--- src/rtl/txv_pkg.sv ---
package txv_pkg;

    // Default screen geometry, counted in character cells
    localparam int DEF_COLS_VIS = 80;
    localparam int DEF_COLS_TOT = 100;
    localparam int DEF_HS_START = 84;
    localparam int DEF_HS_LEN   = 12;
    localparam int DEF_ROWS_VIS = 24;
    localparam int DEF_ROWS_TOT = 26;
    localparam int DEF_VS_START = 25;
    localparam int DEF_VS_LEN   = 1;
    localparam int DEF_LINES    = 20;
    localparam int DEF_DOTS     = 8;
    localparam int DEF_CODE_W   = 8;
    localparam int DEF_COLOR_W  = 8;

    // Character stages between the counters and the shifter:
    // video-RAM fetch, then glyph fetch
    localparam int PIPE_CELLS = 2;

    // Per-cell attributes carried alongside the fetch (active high inside)
    typedef struct packed {
        logic vis;
        logic hsync;
        logic vsync;
    } cell_tag_t;

    localparam cell_tag_t TAG_IDLE = '{vis: 1'b0, hsync: 1'b0, vsync: 1'b0};

    function automatic logic in_span(input int v, input int lo, input int len);
        return (v >= lo) && (v < lo + len);
    endfunction

endpackage

--- src/rtl/txv_dot_timer.sv ---
module txv_dot_timer #(
    parameter int DOTS = txv_pkg::DEF_DOTS
) (
    input  logic clk,
    input  logic rst,
    output logic cell_stb
);
    localparam int PH_W = (DOTS > 1) ? $clog2(DOTS) : 1;

    logic [PH_W-1:0] ph;

    assign cell_stb = (ph == PH_W'(DOTS - 1));

    generate
        if ((DOTS & (DOTS - 1)) == 0) begin : g_pow2
            // Natural binary wrap
            always_ff @(posedge clk) begin
                if (rst) ph <= '0;
                else     ph <= ph + 1'b1;
            end
        end else begin : g_mod
            always_ff @(posedge clk) begin
                if (rst)           ph <= '0;
                else if (cell_stb) ph <= '0;
                else               ph <= ph + 1'b1;
            end
        end
    endgenerate

endmodule

--- src/rtl/txv_cell_counters.sv ---
module txv_cell_counters
    import txv_pkg::*;
#(
    parameter int COLS_VIS = DEF_COLS_VIS,
    parameter int COLS_TOT = DEF_COLS_TOT,
    parameter int HS_START = DEF_HS_START,
    parameter int HS_LEN   = DEF_HS_LEN,
    parameter int ROWS_VIS = DEF_ROWS_VIS,
    parameter int ROWS_TOT = DEF_ROWS_TOT,
    parameter int VS_START = DEF_VS_START,
    parameter int VS_LEN   = DEF_VS_LEN,
    parameter int LINES    = DEF_LINES,
    localparam int COL_W   = $clog2(COLS_TOT),
    localparam int ROW_W   = $clog2(ROWS_TOT),
    localparam int LINE_W  = (LINES > 1) ? $clog2(LINES) : 1,
    localparam int ADDR_W  = $clog2(COLS_VIS * ROWS_VIS)
) (
    input  logic              clk,
    input  logic              rst,
    input  logic              cell_stb,
    output logic [LINE_W-1:0] line,
    output cell_tag_t         tag,
    output logic [ADDR_W-1:0] vram_addr
);
    logic [COL_W-1:0] col;
    logic [ROW_W-1:0] row;
    logic col_end, line_end, row_end;

    assign col_end  = (col  == COL_W'(COLS_TOT - 1));
    assign line_end = (line == LINE_W'(LINES - 1));
    assign row_end  = (row  == ROW_W'(ROWS_TOT - 1));

    always_ff @(posedge clk) begin
        if (rst) begin
            col  <= '0;
            row  <= '0;
            line <= '0;
        end else if (cell_stb) begin
            if (col_end) begin
                col <= '0;
                if (line_end) begin
                    line <= '0;
                    row  <= row_end ? '0 : row + 1'b1;
                end else begin
                    line <= line + 1'b1;
                end
            end else begin
                col <= col + 1'b1;
            end
        end
    end

    always_comb begin
        tag.vis   = (int'(col) < COLS_VIS) && (int'(row) < ROWS_VIS);
        tag.hsync = in_span(int'(col), HS_START, HS_LEN);
        tag.vsync = in_span(int'(row), VS_START, VS_LEN);
        vram_addr = tag.vis ? ADDR_W'(int'(row) * COLS_VIS + int'(col)) : '0;
    end

endmodule

--- src/rtl/txv_fetch_pipe.sv ---
module txv_fetch_pipe
    import txv_pkg::*;
#(
    parameter int DOTS    = DEF_DOTS,
    parameter int LINE_W  = 5,
    parameter int CODE_W  = DEF_CODE_W,
    parameter int COLOR_W = DEF_COLOR_W
) (
    input  logic               clk,
    input  logic               rst,
    input  logic               cell_stb,
    input  cell_tag_t          tag_in,
    input  logic [LINE_W-1:0]  line_in,
    input  logic [CODE_W-1:0]  vram_data,
    input  logic [DOTS-1:0]    glyph_bits,
    output logic [CODE_W-1:0]  glyph_code,
    output logic [LINE_W-1:0]  glyph_line,
    output logic [COLOR_W-1:0] red,
    output logic [COLOR_W-1:0] green,
    output logic [COLOR_W-1:0] blue,
    output logic               hs_n,
    output logic               vs_n,
    output logic               de
);
    // Tag delay line, one entry per character stage
    cell_tag_t [PIPE_CELLS-1:0] tag_q;
    cell_tag_t                  tag_out;
    logic [CODE_W-1:0]          code_q;
    logic [LINE_W-1:0]          line_q;
    logic [DOTS-1:0]            shreg;
    logic                       lit;

    always_ff @(posedge clk) begin
        if (rst) begin
            tag_q <= {PIPE_CELLS{TAG_IDLE}};
        end else if (cell_stb) begin
            tag_q <= {tag_q[PIPE_CELLS-2:0], tag_in};
        end
    end

    // Stage 1: capture the character code and its scanline
    always_ff @(posedge clk) begin
        if (rst) begin
            code_q <= '0;
            line_q <= '0;
        end else if (cell_stb) begin
            code_q <= vram_data;
            line_q <= line_in;
        end
    end

    // Stage 2: load the glyph row, then shift it out MSB first
    always_ff @(posedge clk) begin
        if (rst)           shreg <= '0;
        else if (cell_stb) shreg <= glyph_bits;
        else               shreg <= {shreg[DOTS-2:0], 1'b0};
    end

    assign tag_out    = tag_q[PIPE_CELLS-1];
    assign glyph_code = code_q;
    assign glyph_line = line_q;
    assign lit        = shreg[DOTS-1] & tag_out.vis;
    assign red        = {COLOR_W{lit}};
    assign green      = {COLOR_W{lit}};
    assign blue       = {COLOR_W{lit}};
    assign de         = tag_out.vis;
    assign hs_n       = ~tag_out.hsync;
    assign vs_n       = ~tag_out.vsync;

endmodule

--- src/rtl/txtvid_core.sv ---
module txtvid_core
    import txv_pkg::*;
#(
    parameter int COLS_VIS = DEF_COLS_VIS,
    parameter int COLS_TOT = DEF_COLS_TOT,
    parameter int HS_START = DEF_HS_START,
    parameter int HS_LEN   = DEF_HS_LEN,
    parameter int ROWS_VIS = DEF_ROWS_VIS,
    parameter int ROWS_TOT = DEF_ROWS_TOT,
    parameter int VS_START = DEF_VS_START,
    parameter int VS_LEN   = DEF_VS_LEN,
    parameter int LINES    = DEF_LINES,
    parameter int DOTS     = DEF_DOTS,
    parameter int CODE_W   = DEF_CODE_W,
    parameter int COLOR_W  = DEF_COLOR_W,
    localparam int LINE_W  = (LINES > 1) ? $clog2(LINES) : 1,
    localparam int ADDR_W  = $clog2(COLS_VIS * ROWS_VIS)
) (
    input  logic               clk,
    input  logic               rst,
    output logic [ADDR_W-1:0]  vram_addr,
    input  logic [CODE_W-1:0]  vram_data,
    output logic [CODE_W-1:0]  glyph_code,
    output logic [LINE_W-1:0]  glyph_line,
    input  logic [DOTS-1:0]    glyph_bits,
    output logic [COLOR_W-1:0] red,
    output logic [COLOR_W-1:0] green,
    output logic [COLOR_W-1:0] blue,
    output logic               hs_n,
    output logic               vs_n,
    output logic               de
);
    logic              cell_stb;
    logic [LINE_W-1:0] cur_line;
    cell_tag_t         cur_tag;

    txv_dot_timer #(.DOTS(DOTS)) u_timer (
        .clk      (clk),
        .rst      (rst),
        .cell_stb (cell_stb)
    );

    txv_cell_counters #(
        .COLS_VIS (COLS_VIS),
        .COLS_TOT (COLS_TOT),
        .HS_START (HS_START),
        .HS_LEN   (HS_LEN),
        .ROWS_VIS (ROWS_VIS),
        .ROWS_TOT (ROWS_TOT),
        .VS_START (VS_START),
        .VS_LEN   (VS_LEN),
        .LINES    (LINES)
    ) u_count (
        .clk       (clk),
        .rst       (rst),
        .cell_stb  (cell_stb),
        .line      (cur_line),
        .tag       (cur_tag),
        .vram_addr (vram_addr)
    );

    txv_fetch_pipe #(
        .DOTS    (DOTS),
        .LINE_W  (LINE_W),
        .CODE_W  (CODE_W),
        .COLOR_W (COLOR_W)
    ) u_pipe (
        .clk        (clk),
        .rst        (rst),
        .cell_stb   (cell_stb),
        .tag_in     (cur_tag),
        .line_in    (cur_line),
        .vram_data  (vram_data),
        .glyph_bits (glyph_bits),
        .glyph_code (glyph_code),
        .glyph_line (glyph_line),
        .red        (red),
        .green      (green),
        .blue       (blue),
        .hs_n       (hs_n),
        .vs_n       (vs_n),
        .de         (de)
    );

endmodule

--- config.mk ---
export PLATFORM = sky130hd
export DESIGN_NAME = txtvid_core
export DESIGN_NICKNAME = d
export VERILOG_FILES = /design/src/rtl/txv_pkg.sv /design/src/rtl/txv_dot_timer.sv /design/src/rtl/txv_cell_counters.sv /design/src/rtl/txv_fetch_pipe.sv /design/src/rtl/txtvid_core.sv
export SDC_FILE = /design/constraint.sdc
export NUM_CORES = 1
export LEC_CHECK = 0
export ABC_CLOCK_PERIOD_IN_PS = 3000
export BUFFER_PORTS_ARGS = -buffer_cell sky130_fd_sc_hd__buf_2
export CAP_MARGIN = 20
export CORE_AREA = 2 2 85 87
export DETAILED_ROUTE_END_ITERATION = 7
export DIE_AREA = 0 0 87 89
export PLACE_DENSITY = 0.59
export SLEW_MARGIN = 10
export SYNTH_ARGS = -nofsm -noshare
export SYNTH_HDL_FRONTEND = slang
export SYNTH_HIERARCHICAL = 1
export SYNTH_SLANG_ARGS = --single-unit
--- constraint.sdc ---
create_clock -name clk -period 3 [get_ports clk]
set_clock_uncertainty 0.2 [all_clocks]
set_input_delay 0.3 -clock clk [delete_from_list [all_inputs] [get_ports clk]]
set_output_delay 0.3 -clock clk [all_outputs]
set_load 0.02 [all_outputs]
==> impl_metrics.tcl <==
set metrics [dict create \
    outcome "complete, but fails checks" \
    p_per_area_mw_per_mm2 352.5 \
    area_growth_pct 16.19 \
    cp.arrival_ns 2.53 \
    violations "negative setup slack" \
    final_common_cell "buf_2" \
    cts_buffers 5 \
    cts_max_path_buffers 2 \
    critPathCaptureType "primary output" \
    die_x_um 87 \
    clock-sinks 47 \
    worst_pin_slew_ns 0.5317 \
    cts_tree "built" \
    initial_utilization_pct 37.73 \
    ys_types 44 \
    drt_iter0_markers 48 \
    required_ns 2.50 \
    grt_pass1_wl_mm 7.921 \
    gp_congestion 0.7803 \
    finalHoldViolations 0 \
    synth_area_mm2 0.002535 \
    max_cap_violations 0 \
    die_y_um 89 \
    critical_path_class "register to primary output" \
    rows 30 \
    antenna_cells 0 \
    detail_route.wirelength_mm 4.786 \
    grt_max_degree 33 \
    report.final.slew_viol_count 0 \
    grtUsageTotal_pct 12.71 \
    ios 69 \
    startpoint_type "register" \
    cts-root-buf "clkbuf_8" \
    drive_gt1_share_pct 33.23 \
    place_area_mm2 0.002755 \
    antenna_left 0 \
    syn_inst 269 \
    avgSynthCellArea_um2 9.424 \
    h-tree-depth 2 \
    yosys_register_bits 47 \
    worst_slack_ns -0.02968 \
    cts.reportedPaths.clkPinSlew_ns 0.09 \
    ys_seq_area_share_pct 37.12 \
    min_period_ns 3.030 \
    dp_hpwl_mm 3.333 \
    power_uw 1038 \
    antenna_found_initial 0 \
    grt_pass1_vias 1738 \
    power.leakage_uw 0.001315 \
    r2r_slack_ns 1.00 \
    setup_viol 1 \
    yosysWarnings 6 \
    max_freq_mhz 330.1 \
    fin_area_mm2 0.002945 \
    via_per_inst 4.722 \
    drc 0 \
    rr_startpoint "u_timer/ph[0]" \
    die_area_mm2 0.007743 \
    num-nets-final 353 \
    netlist_top_cells_area "dfxtp_1, mux2i_1, ha_1" \
    r2r_end "u_count/col[6]" \
    layout_common_cells "buf_2, nor2_1, dfxtp_1" \
    core-area_mm2 0.006719 \
    synth_top_area_share_pct 37.12 \
    ir_worst_vdd_v 0.0001553 \
    port_buffers 68 \
    crit_fanout 3 \
    clk_latency_ns 0.30 \
    hold_class "input pin to register" \
    vias 1884 \
    avgRoutedWirePerCell_um 11.99 \
    synth_nets 304 \
    hold_depth 3 \
    slew_headroom_pct 64.55 \
    first_pass_iters 4 \
    holdBufCountCts 0 \
    synth_largest_area_cell "dfxtp_1" \
    rsz0062_at_grt "yes" \
    grt.overflow.total 0 \
    min_to "u_pipe/shreg[4]" \
    finalCritPeriodShare_pct 101.0 \
    place_ws_ns 0.004755 \
    min_from "glyph_bits[4]" \
    reg2regPathDepth 7 \
]
-- how the worst max path moves through the flow --
stage	start	endpoint	slack (ns)
4_1_cts	u_count/row[3]	vram_addr[10]	-0.04
2_1_floorplan	u_count/row[1]	vram_addr[10]	0.02
3_3_place_gp	u_count/row[1]	vram_addr[10]	0.07
6_report	u_count/row[3]	vram_addr[10]	-0.03
5_1_grt	u_count/row[3]	vram_addr[10]	-0.15
3_5_place_dp	u_count/row[1]	vram_addr[10]	0.005
-- worst max-delay path, cell delays in order (launching register included) --
cell and delay [ns]:
dfxtp_2 0.34, ha_4 0.27, ha_4 0.13, inv_2 0.03, fa_1 0.45, nand2b_4 0.17, nor2_4 0.10, mux2i_1 0.22
o2bb2ai_2 0.14, mux2i_2 0.21, buf_4 0.16
-- where the power goes --
part	leakage [uW]	total (uW)	switching, uW	internal [uW]
clock network	0.0000454	378	211	167
logic	0.000888	31.6	17.1	14.5
registers	0.000381	628	1.55	627
-- registers in the layout, indices dropped and copies added, names as in the netlist --
signal             count
u_pipe/glyph_code      8
u_pipe/shreg           8
u_count/col            7
u_count/line           5
u_count/row            5
u_pipe/glyph_line      5
u_pipe/tag_q           3
u_timer/ph             3
u_pipe/tag_out         2
u_pipe/de              1
-- synth_stat cells, drive strengths merged --
library cell  number
dfxtp             47
nor2              45
buf               33
mux2i             31
ha                15
inv               12
nand2              9
a21oi              8
xnor2              8
and3               6
o21ai              6
nand3              4
nand3b             4
nand4              4
xor2               4
nor2b              3
nor3               3
a21o               2
a311oi             2
and2               2
and3b              2
clkbuf             2
fa                 2
nor3b              2
o211ai             2
a2111oi            1
a22oi              1
a31oi              1
a41oi              1
and4               1
and4bb             1
nand2b             1
nor4               1
o2bb2ai            1
or2                1
or3                1
-- logic make-up (layout without fill, tap and decap cells) --
kind of cell | after synthesis | count (layout) | synth area share, %
AOI/OAI and AO/OA | 25 | 25 | 7.058
xor gates and xnor gates | 12 | 12 | 4.146
adders and majority gates | 17 | 17 | 8.983
buffers and inverters | 47 | 97 | 12.78
DFF | 47 | 47 | 37.12
muxes | 31 | 31 | 12.24
and+or+nand+nor | 90 | 90 | 17.67
-- timing repair --
action,4_1_cts,5_1_grt
pin swaps,6,2
gates resized for setup,16,4
buffers inserted,2,0
endpoints found under the setup margin,1,2
-- per-layer routing --
metal	track usage (%)	up-vias	part of all wire (%)
met5	0	-	0
met4	3.693	0	0.96
met3	3.416	6	4.4
met2	20.96	40	46
met1	16.36	856	49
li1	-	982	-
-- area by class of cell --
class / count / area [um^2]
Multi-Input combinational cell: 175 / 1351
Inverter: 12 / 45.04
Fill cell: 674 / 3774
Timing Repair Buffer: 77 / 410.4
Clock inverter: 2 / 17.52
Tap cell: 80 / 100.1
Sequential cell: 47 / 948.4
Clock buffer: 6 / 72.57
-- stage by stage --
stage / instances / util, % / TNS (ns) / hold slack [ns]
CTS: 399 / 43.56 / -0.04359 / 0.02115
global placement: 389 / 41.01 / 0 / 0.2014
global route: 399 / 43.84 / -0.1482 / 0.04003
detailed placement: 389 / 41.01 / 0 / 0.2038
floorplan: 269 / - / 0 / 0.1679
finish: 399 / 43.84 / -0.02968 / 0.03047
(Power assumes the default switching activity.)
